--- src/rtl/hilo_pkg.sv ---
package hilo_pkg;
  typedef enum logic [3:0] {
    OP_MUL   = 4'd0,
    OP_MULU  = 4'd1,
    OP_MADD  = 4'd2,
    OP_MADDU = 4'd3,
    OP_MSUB  = 4'd4,
    OP_MSUBU = 4'd5,
    OP_DIV   = 4'd6,
    OP_DIVU  = 4'd7,
    OP_LDHI  = 4'd8,
    OP_LDLO  = 4'd9,
    OP_RDHI  = 4'd10,
    OP_RDLO  = 4'd11
  } mdu_op_e;

  typedef enum logic [1:0] {
    ACC_NONE = 2'd0,
    ACC_ADD  = 2'd1,
    ACC_SUB  = 2'd2
  } acc_mode_e;
endpackage

--- src/rtl/hilo_mac.sv ---
module hilo_mac
  import hilo_pkg::*;
#(
  parameter int W = 32
) (
  input  logic [W-1:0]   a,
  input  logic [W-1:0]   b,
  input  logic           sgn,
  input  acc_mode_e      mode,
  input  logic [2*W-1:0] acc,
  output logic [2*W-1:0] res
);
  localparam int DW = 2 * W;

  logic [DW-1:0] ext_a, ext_b, prod;

  always_comb begin
    ext_a = sgn ? {{W{a[W-1]}}, a} : {{W{1'b0}}, a};
    ext_b = sgn ? {{W{b[W-1]}}, b} : {{W{1'b0}}, b};
    prod  = ext_a * ext_b;
    unique case (mode)
      ACC_ADD: res = acc + prod;
      ACC_SUB: res = acc - prod;
      default: res = prod;
    endcase
  end
endmodule

--- src/rtl/hilo_divider.sv ---
module hilo_divider #(
  parameter int W = 32
) (
  input  logic         clk,
  input  logic         rst,
  input  logic         start,
  input  logic         sgn,
  input  logic [W-1:0] dvd,
  input  logic [W-1:0] dvs,
  output logic         fin,
  output logic         zero_div,
  output logic [W-1:0] quo,
  output logic [W-1:0] rem
);
  localparam int CW = (W > 1) ? $clog2(W) : 1;

  logic          run;
  logic [CW-1:0] cnt;
  logic [W-1:0]  rem_q, quo_q, dvs_q;
  logic          negq_q, negr_q, dz_q;

  logic [W:0]    shifted, trial;
  logic          take;
  logic [W-1:0]  rem_n, quo_n;

  always_comb begin
    shifted = {rem_q, quo_q[W-1]};
    trial   = shifted - {1'b0, dvs_q};
    take    = ~trial[W];
    rem_n   = take ? trial[W-1:0] : shifted[W-1:0];
    quo_n   = {quo_q[W-2:0], take};
  end

  assign fin      = run && (cnt == '0);
  assign zero_div = dz_q;
  assign quo      = negq_q ? -quo_n : quo_n;
  assign rem      = negr_q ? -rem_n : rem_n;

  always_ff @(posedge clk) begin
    if (rst) begin
      run    <= 1'b0;
      cnt    <= '0;
      rem_q  <= '0;
      quo_q  <= '0;
      dvs_q  <= '0;
      negq_q <= 1'b0;
      negr_q <= 1'b0;
      dz_q   <= 1'b0;
    end else if (start) begin
      run    <= 1'b1;
      cnt    <= CW'(W - 1);
      rem_q  <= '0;
      quo_q  <= (sgn && dvd[W-1]) ? -dvd : dvd;
      dvs_q  <= (sgn && dvs[W-1]) ? -dvs : dvs;
      negq_q <= sgn && (dvd[W-1] ^ dvs[W-1]);
      negr_q <= sgn && dvd[W-1];
      dz_q   <= (dvs == '0);
    end else if (run) begin
      rem_q <= rem_n;
      quo_q <= quo_n;
      cnt   <= cnt - 1'b1;
      if (cnt == '0) run <= 1'b0;
    end
  end


  no_restart_chk: assert property (@(posedge clk) disable iff (rst)
    start |-> !run);

  keep_running_chk: assert property (@(posedge clk) disable iff (rst)
    (run && !fin) |=> run);
endmodule

--- src/rtl/hilo_mdu.sv ---
module hilo_mdu
  import hilo_pkg::*;
#(
  parameter int W          = 32,
  parameter int MUL_CYCLES = 2
) (
  input  logic         clk,
  input  logic         rst,
  input  logic         op_valid,
  input  logic [3:0]   op_code,
  input  logic [W-1:0] op_a,
  input  logic [W-1:0] op_b,
  output logic         busy,
  output logic         done,
  output logic         rd_valid,
  output logic [W-1:0] rd_data
);
  localparam int MCW = (MUL_CYCLES > 1) ? $clog2(MUL_CYCLES) : 1;

  logic [W-1:0]   hi_q, lo_q;
  logic           busy_q, done_q, rdv_q;
  logic [W-1:0]   rdd_q;
  logic           mul_run;
  logic [MCW-1:0] mcnt;
  logic [W-1:0]   ma_q, mb_q;
  logic           msgn_q;
  acc_mode_e      mmode_q;

  logic           accept, div_start, div_fin, div_dz, mul_fin, wr_en;
  logic [W-1:0]   div_q, div_r;
  logic [2*W-1:0] mac_res;
  mdu_op_e        op;

  assign op        = mdu_op_e'(op_code);
  assign accept    = op_valid && !busy_q;
  assign div_start = accept && (op == OP_DIV || op == OP_DIVU);
  assign mul_fin   = mul_run && (mcnt == '0);
  assign wr_en     = mul_fin || (div_fin && !div_dz);

  hilo_mac #(.W(W)) u_mac (
    .a(ma_q), .b(mb_q), .sgn(msgn_q), .mode(mmode_q),
    .acc({hi_q, lo_q}), .res(mac_res)
  );

  hilo_divider #(.W(W)) u_div (
    .clk(clk), .rst(rst), .start(div_start), .sgn(op == OP_DIV),
    .dvd(op_a), .dvs(op_b), .fin(div_fin), .zero_div(div_dz),
    .quo(div_q), .rem(div_r)
  );

  always_ff @(posedge clk) begin
    if (rst) begin
      hi_q    <= '0;
      lo_q    <= '0;
      busy_q  <= 1'b0;
      done_q  <= 1'b0;
      rdv_q   <= 1'b0;
      rdd_q   <= '0;
      mul_run <= 1'b0;
      mcnt    <= '0;
      ma_q    <= '0;
      mb_q    <= '0;
      msgn_q  <= 1'b0;
      mmode_q <= ACC_NONE;
    end else begin
      done_q <= 1'b0;
      rdv_q  <= 1'b0;
      if (accept) begin
        unique case (op)
          OP_MUL, OP_MULU, OP_MADD, OP_MADDU, OP_MSUB, OP_MSUBU: begin
            busy_q  <= 1'b1;
            mul_run <= 1'b1;
            mcnt    <= MCW'(MUL_CYCLES - 1);
            ma_q    <= op_a;
            mb_q    <= op_b;
            msgn_q  <= (op == OP_MUL) || (op == OP_MADD) || (op == OP_MSUB);
            mmode_q <= (op == OP_MADD || op == OP_MADDU) ? ACC_ADD :
                       (op == OP_MSUB || op == OP_MSUBU) ? ACC_SUB : ACC_NONE;
          end
          OP_DIV, OP_DIVU: busy_q <= 1'b1;
          OP_LDHI: hi_q <= op_a;
          OP_LDLO: lo_q <= op_a;
          OP_RDHI: begin rdv_q <= 1'b1; rdd_q <= hi_q; end
          OP_RDLO: begin rdv_q <= 1'b1; rdd_q <= lo_q; end
          default: ;
        endcase
      end
      if (mul_run) begin
        if (mcnt == '0) begin
          {hi_q, lo_q} <= mac_res;
          mul_run      <= 1'b0;
          busy_q       <= 1'b0;
          done_q       <= 1'b1;
        end else begin
          mcnt <= mcnt - 1'b1;
        end
      end
      if (div_fin) begin
        if (!div_dz) {hi_q, lo_q} <= {div_r, div_q};
        busy_q <= 1'b0;
        done_q <= 1'b1;
      end
    end
  end

  assign busy     = busy_q;
  assign done     = done_q;
  assign rd_valid = rdv_q;
  assign rd_data  = rdd_q;


  frozen_while_busy_chk: assert property (@(posedge clk) disable iff (rst)
    (busy_q && !wr_en) |=> ($stable(hi_q) && $stable(lo_q)));

  ldhi_keeps_lo_chk: assert property (@(posedge clk) disable iff (rst)
    (accept && op == OP_LDHI) |=> $stable(lo_q));

  ldlo_keeps_hi_chk: assert property (@(posedge clk) disable iff (rst)
    (accept && op == OP_LDLO) |=> $stable(hi_q));

  zero_div_no_write_chk: assert property (@(posedge clk) disable iff (rst)
    (div_fin && div_dz) |=> ($stable(hi_q) && $stable(lo_q)));

  done_after_busy_chk: assert property (@(posedge clk) disable iff (rst)
    done |-> ($past(busy) && !busy));

  read_not_busy_chk: assert property (@(posedge clk) disable iff (rst)
    rd_valid |-> !$past(busy));
endmodule

--- config.mk ---
export PLATFORM = sky130hd
export DESIGN_NAME = hilo_mdu
export DESIGN_NICKNAME = d
export VERILOG_FILES = /design/src/rtl/hilo_pkg.sv /design/src/rtl/hilo_mac.sv /design/src/rtl/hilo_divider.sv /design/src/rtl/hilo_mdu.sv
export SDC_FILE = /design/constraint.sdc
export NUM_CORES = 2
export LEC_CHECK = 0
export CAP_MARGIN = 20
export CORE_MARGIN = 1.5
export CORE_UTILIZATION = 45
export CTS_CLUSTER_DIAMETER = 60
export CTS_CLUSTER_SIZE = 24
export DETAILED_ROUTE_END_ITERATION = 8
export PLACE_DENSITY = 0.65
export RECOVER_POWER = 50
export SYNTH_ARGS = -nofsm -noshare
export SYNTH_HDL_FRONTEND = slang
export SYNTH_SLANG_ARGS = --single-unit
--- constraint.sdc ---
create_clock -name clk -period 13.9 [get_ports clk]
set_input_delay 3.475 -clock clk [delete_from_list [all_inputs] [get_ports clk]]
set_output_delay 3.475 -clock clk [all_outputs]
set_load 0.1 [all_outputs]
==> results.toml <==
[pwr]
power.density_nw_per_um2 = 50.7
peakVddDrop_uv = 72.1
p_leak_nw = 36.0

[timing]
fin_tns_setup_ns = 0
max_freq_mhz = 76.6
slew_headroom_pct = -152
min_period_ns = 13.06
hold_viol = 0
finalCritPeriodShare_pct = 94.0
timing.hold.ws_ns = 0.456
setup_viol = 0
skew_ns = 0.0461
rsz0062_at_grt = "no"
finalMaxSlewViolations = 432
worst_pin_slew_ns = 3.78

[min_path]
worstHoldEndpoint = "rd_data[23]$_SDFFE_PP0P_"
min_from = "rd_data[23]$_SDFFE_PP0P_"
hold_path.class = "reg -> reg"
hold_depth = 2

[final_layout]
fin_cells = 10100
nets = 9904
fillers = 14900
syn_to_final_growth_pct = 6.13
layout-drive-gt1-share_pct = 3.60

[logic_synthesis]
ys_seq_elements = 273
synthFlopType = "dfxtp_1"
yosysMostFrequentCell = "inv_1"
synth_top_area_cell = "fa_1"
yosysSeqAreaShare_pct = 7.76
synth_nets = 10100
synth_area_leaders = "fa_1 (41%), inv_1 (8.6%), dfxtp_1 (7.8%)"
yosysUniqueCellTypes = 102
synth_top_area_share_pct = 40.8
synth-async-reset-ratio_pct = 0
postSynthCellCount = 8155
yosys_warnings = 0
postSynthAreaPerCell_um2 = 8.63
synth_area_um2 = 70400
synth_edf_count = 0
synth_commonest_cells = "inv_1 (1,614), fa_1 (1,435), nand2_1 (949)"

[worst_setup_path]
end_kind = "flip-flop"
slowest_delay_ns = 0.66
timing.rr.start = "mb_q[1]$_SDFFE_PP0P_"
crit_path_top_delay_cell = "dfxtp_1"
worstSetupPathType = "reg -> reg"
cpMostUsedCell = "fa_1"
cp_max_fo = 25
worstPathArrival_ns = 13.49
cp_data_required_time_ns = 14.33
r2r_end = "hi_q[25]$_SDFF_PP0_"
rrSetupSlack_ns = 0.84
critPathLaunchType = "flip-flop"
rr_worst_depth = 46

[clocking]
cts_setup_buffers = 0
ctsHoldBuffers = 0
cts_resized = 0
cts_buffers = 36
clock-root-buffer = "clkbuf_16"
insertion_delay_ns = 0.59
htreeDepth = 2
cts.clk_slew.worst_paths_ns = 0.08
cts.sinks = 273
cts_tree = "yes"
clockBufferDepth = 3

[routing]
ant_nets = 0
wl_per_cell_um = 23.3
drt-total-wl_um = 235000
drc = 0
drt_pass1_iterations = 6
vias_per_cell = 5.63
drt-initial-drc-count = 5388
vias = 56700

[grt]
grt_pass1_wl_um = 362000
track_usage_pct = 30.2
grt_pass1_vias = 58300
grt_max_degree = 87
antenna_found_initial = 9
overflow = 0

[floorplanning]
core_area_um2 = 155000
die_area_um2 = 159000
initial_core_util_pct = 45.5
rows = 144
ios = 106
die_h_um = 398
die_x_um = 398

[placement]
dp_hpwl_um = 197000
dp_cells = 10000
routabilityCongestion = 1.02
io_buffers = 105

[outcome]
status = "finished with violations"
violations = "max-capacitance violations, max-slew violations"

[job]
maxCapViolations = 9
## layer usage
layer | part of all wire (%) | track usage (%) | vias up
met5 | 0.017 | 0 | -
met2 | 43 | 44.2 | 2385
met4 | 2.5 | 6.93 | 6
met1 | 44 | 44.5 | 28900
li1 | - | - | 25100
met3 | 10 | 7.69 | 290
## worst max-delay path, delay by kind of cell, from the launching register on
family | cells | cell delay, ns
multiplexers | 2 | 0.36
adder cells (fa/ha/maj) | 12 | 5.81
buffers and inverters | 8 | 0.80
flip-flops | 1 | 0.66
AO/OA/AOI/OAI | 11 | 2.09
XOR/XNOR | 2 | 0.38
AND/OR/NAND/NOR | 11 | 2.80
## cell type report
class                      instances  area, um^2  share of cell area (%)
antenna                            3        7.51                  0.0101
sequential                       273        5490                    7.34
clock inverter                    27         327                   0.437
clock buffer                      38         930                    1.24
multi-input combinational       5830       57200                    76.6
timing repair buffer             238        2100                    2.81
inverter                        1617        6070                    8.13
tap                             2044        2560                    3.42
## how the worst max path moves through the flow
| stage | slack, ns | start | to |
|---|---|---|---|
| finish | 0.84 | mb_q[1]$_SDFFE_PP0P_ | hi_q[25]$_SDFF_PP0_ |
| global placement | 0.95 | mb_q[1]$_SDFFE_PP0P_ | hi_q[25]$_SDFF_PP0_ |
| floorplan | 2.24 | ma_q[31]$_SDFFE_PP0P_ | hi_q[25]$_SDFF_PP0_ |
| detailed placement | 0.76 | mb_q[13]$_SDFFE_PP0P_ | hi_q[25]$_SDFF_PP0_ |
| CTS | 0.72 | mb_q[1]$_SDFFE_PP0P_ | hi_q[25]$_SDFF_PP0_ |
| global route | 0.08 | mb_q[1]$_SDFFE_PP0P_ | hi_q[25]$_SDFF_PP0_ |
## layout by cell type (no fill, tap or decap), types with 123 or more instances in the layout
cell type  count
a211oi_1     165
a21oi_1      409
and2_1       549
dfxtp_1      259
fa_1        1435
ha_1         401
inv_1       1614
mux2i_1      123
nand2_1      948
nor2_1       355
o21ai_0      166
xnor2_1      233
xor2_1       126
## kinds of logic (layout without fill, tap and decap cells)
logic type | after synthesis | after routing | share of synthesized area [%]
simple gates | 2290 | 2290 | 15.8
buf+inv | 2052 | 1920 | 11.0
fa+ha+maj | 1838 | 1838 | 48.0
compound gates | 1208 | 1208 | 11.1
xor+xnor | 359 | 359 | 4.47
flops | 273 | 273 | 7.76
mux | 135 | 135 | 1.94
other cells | 0 | 3 | 0
## report_power, final
group	total (mW)	internal, mW	switching (mW)	leakage (nW)
sequential	0.913	0.819	0.0943	2.22
clock	1.01	0.539	0.466	0.606
combinational	1.87	0.685	1.18	33.2
total	3.79	2.04	1.74	36.0
## flip-flops by register name (all words and copies together), names as in the netlist, 2 cells and up
register,flops
mmode_q,2
ma_q,32
u_div.rem_q,32
rd_data,32
mb_q,32
u_div.cnt,5
hi_q,32
lo_q,32
u_div.dvs_q,32
u_div.quo_q,32
## through the flow
step | power (mW) | setup WS [ns] | util (%) | cell area, um^2
floorplan | 2.21 | 2.24 | - | 70400
global placement | 2.74 | 0.945 | 47.4 | 73400
detailed placement | 2.74 | 0.764 | 47.5 | 73400
CTS | 3.76 | 0.725 | 48.3 | 74700
global route | 4.00 | 0.0771 | 48.3 | 74700
finish | 3.79 | 0.837 | 48.3 | 74700
No activity file was read; power rests on OpenSTA's default activity.
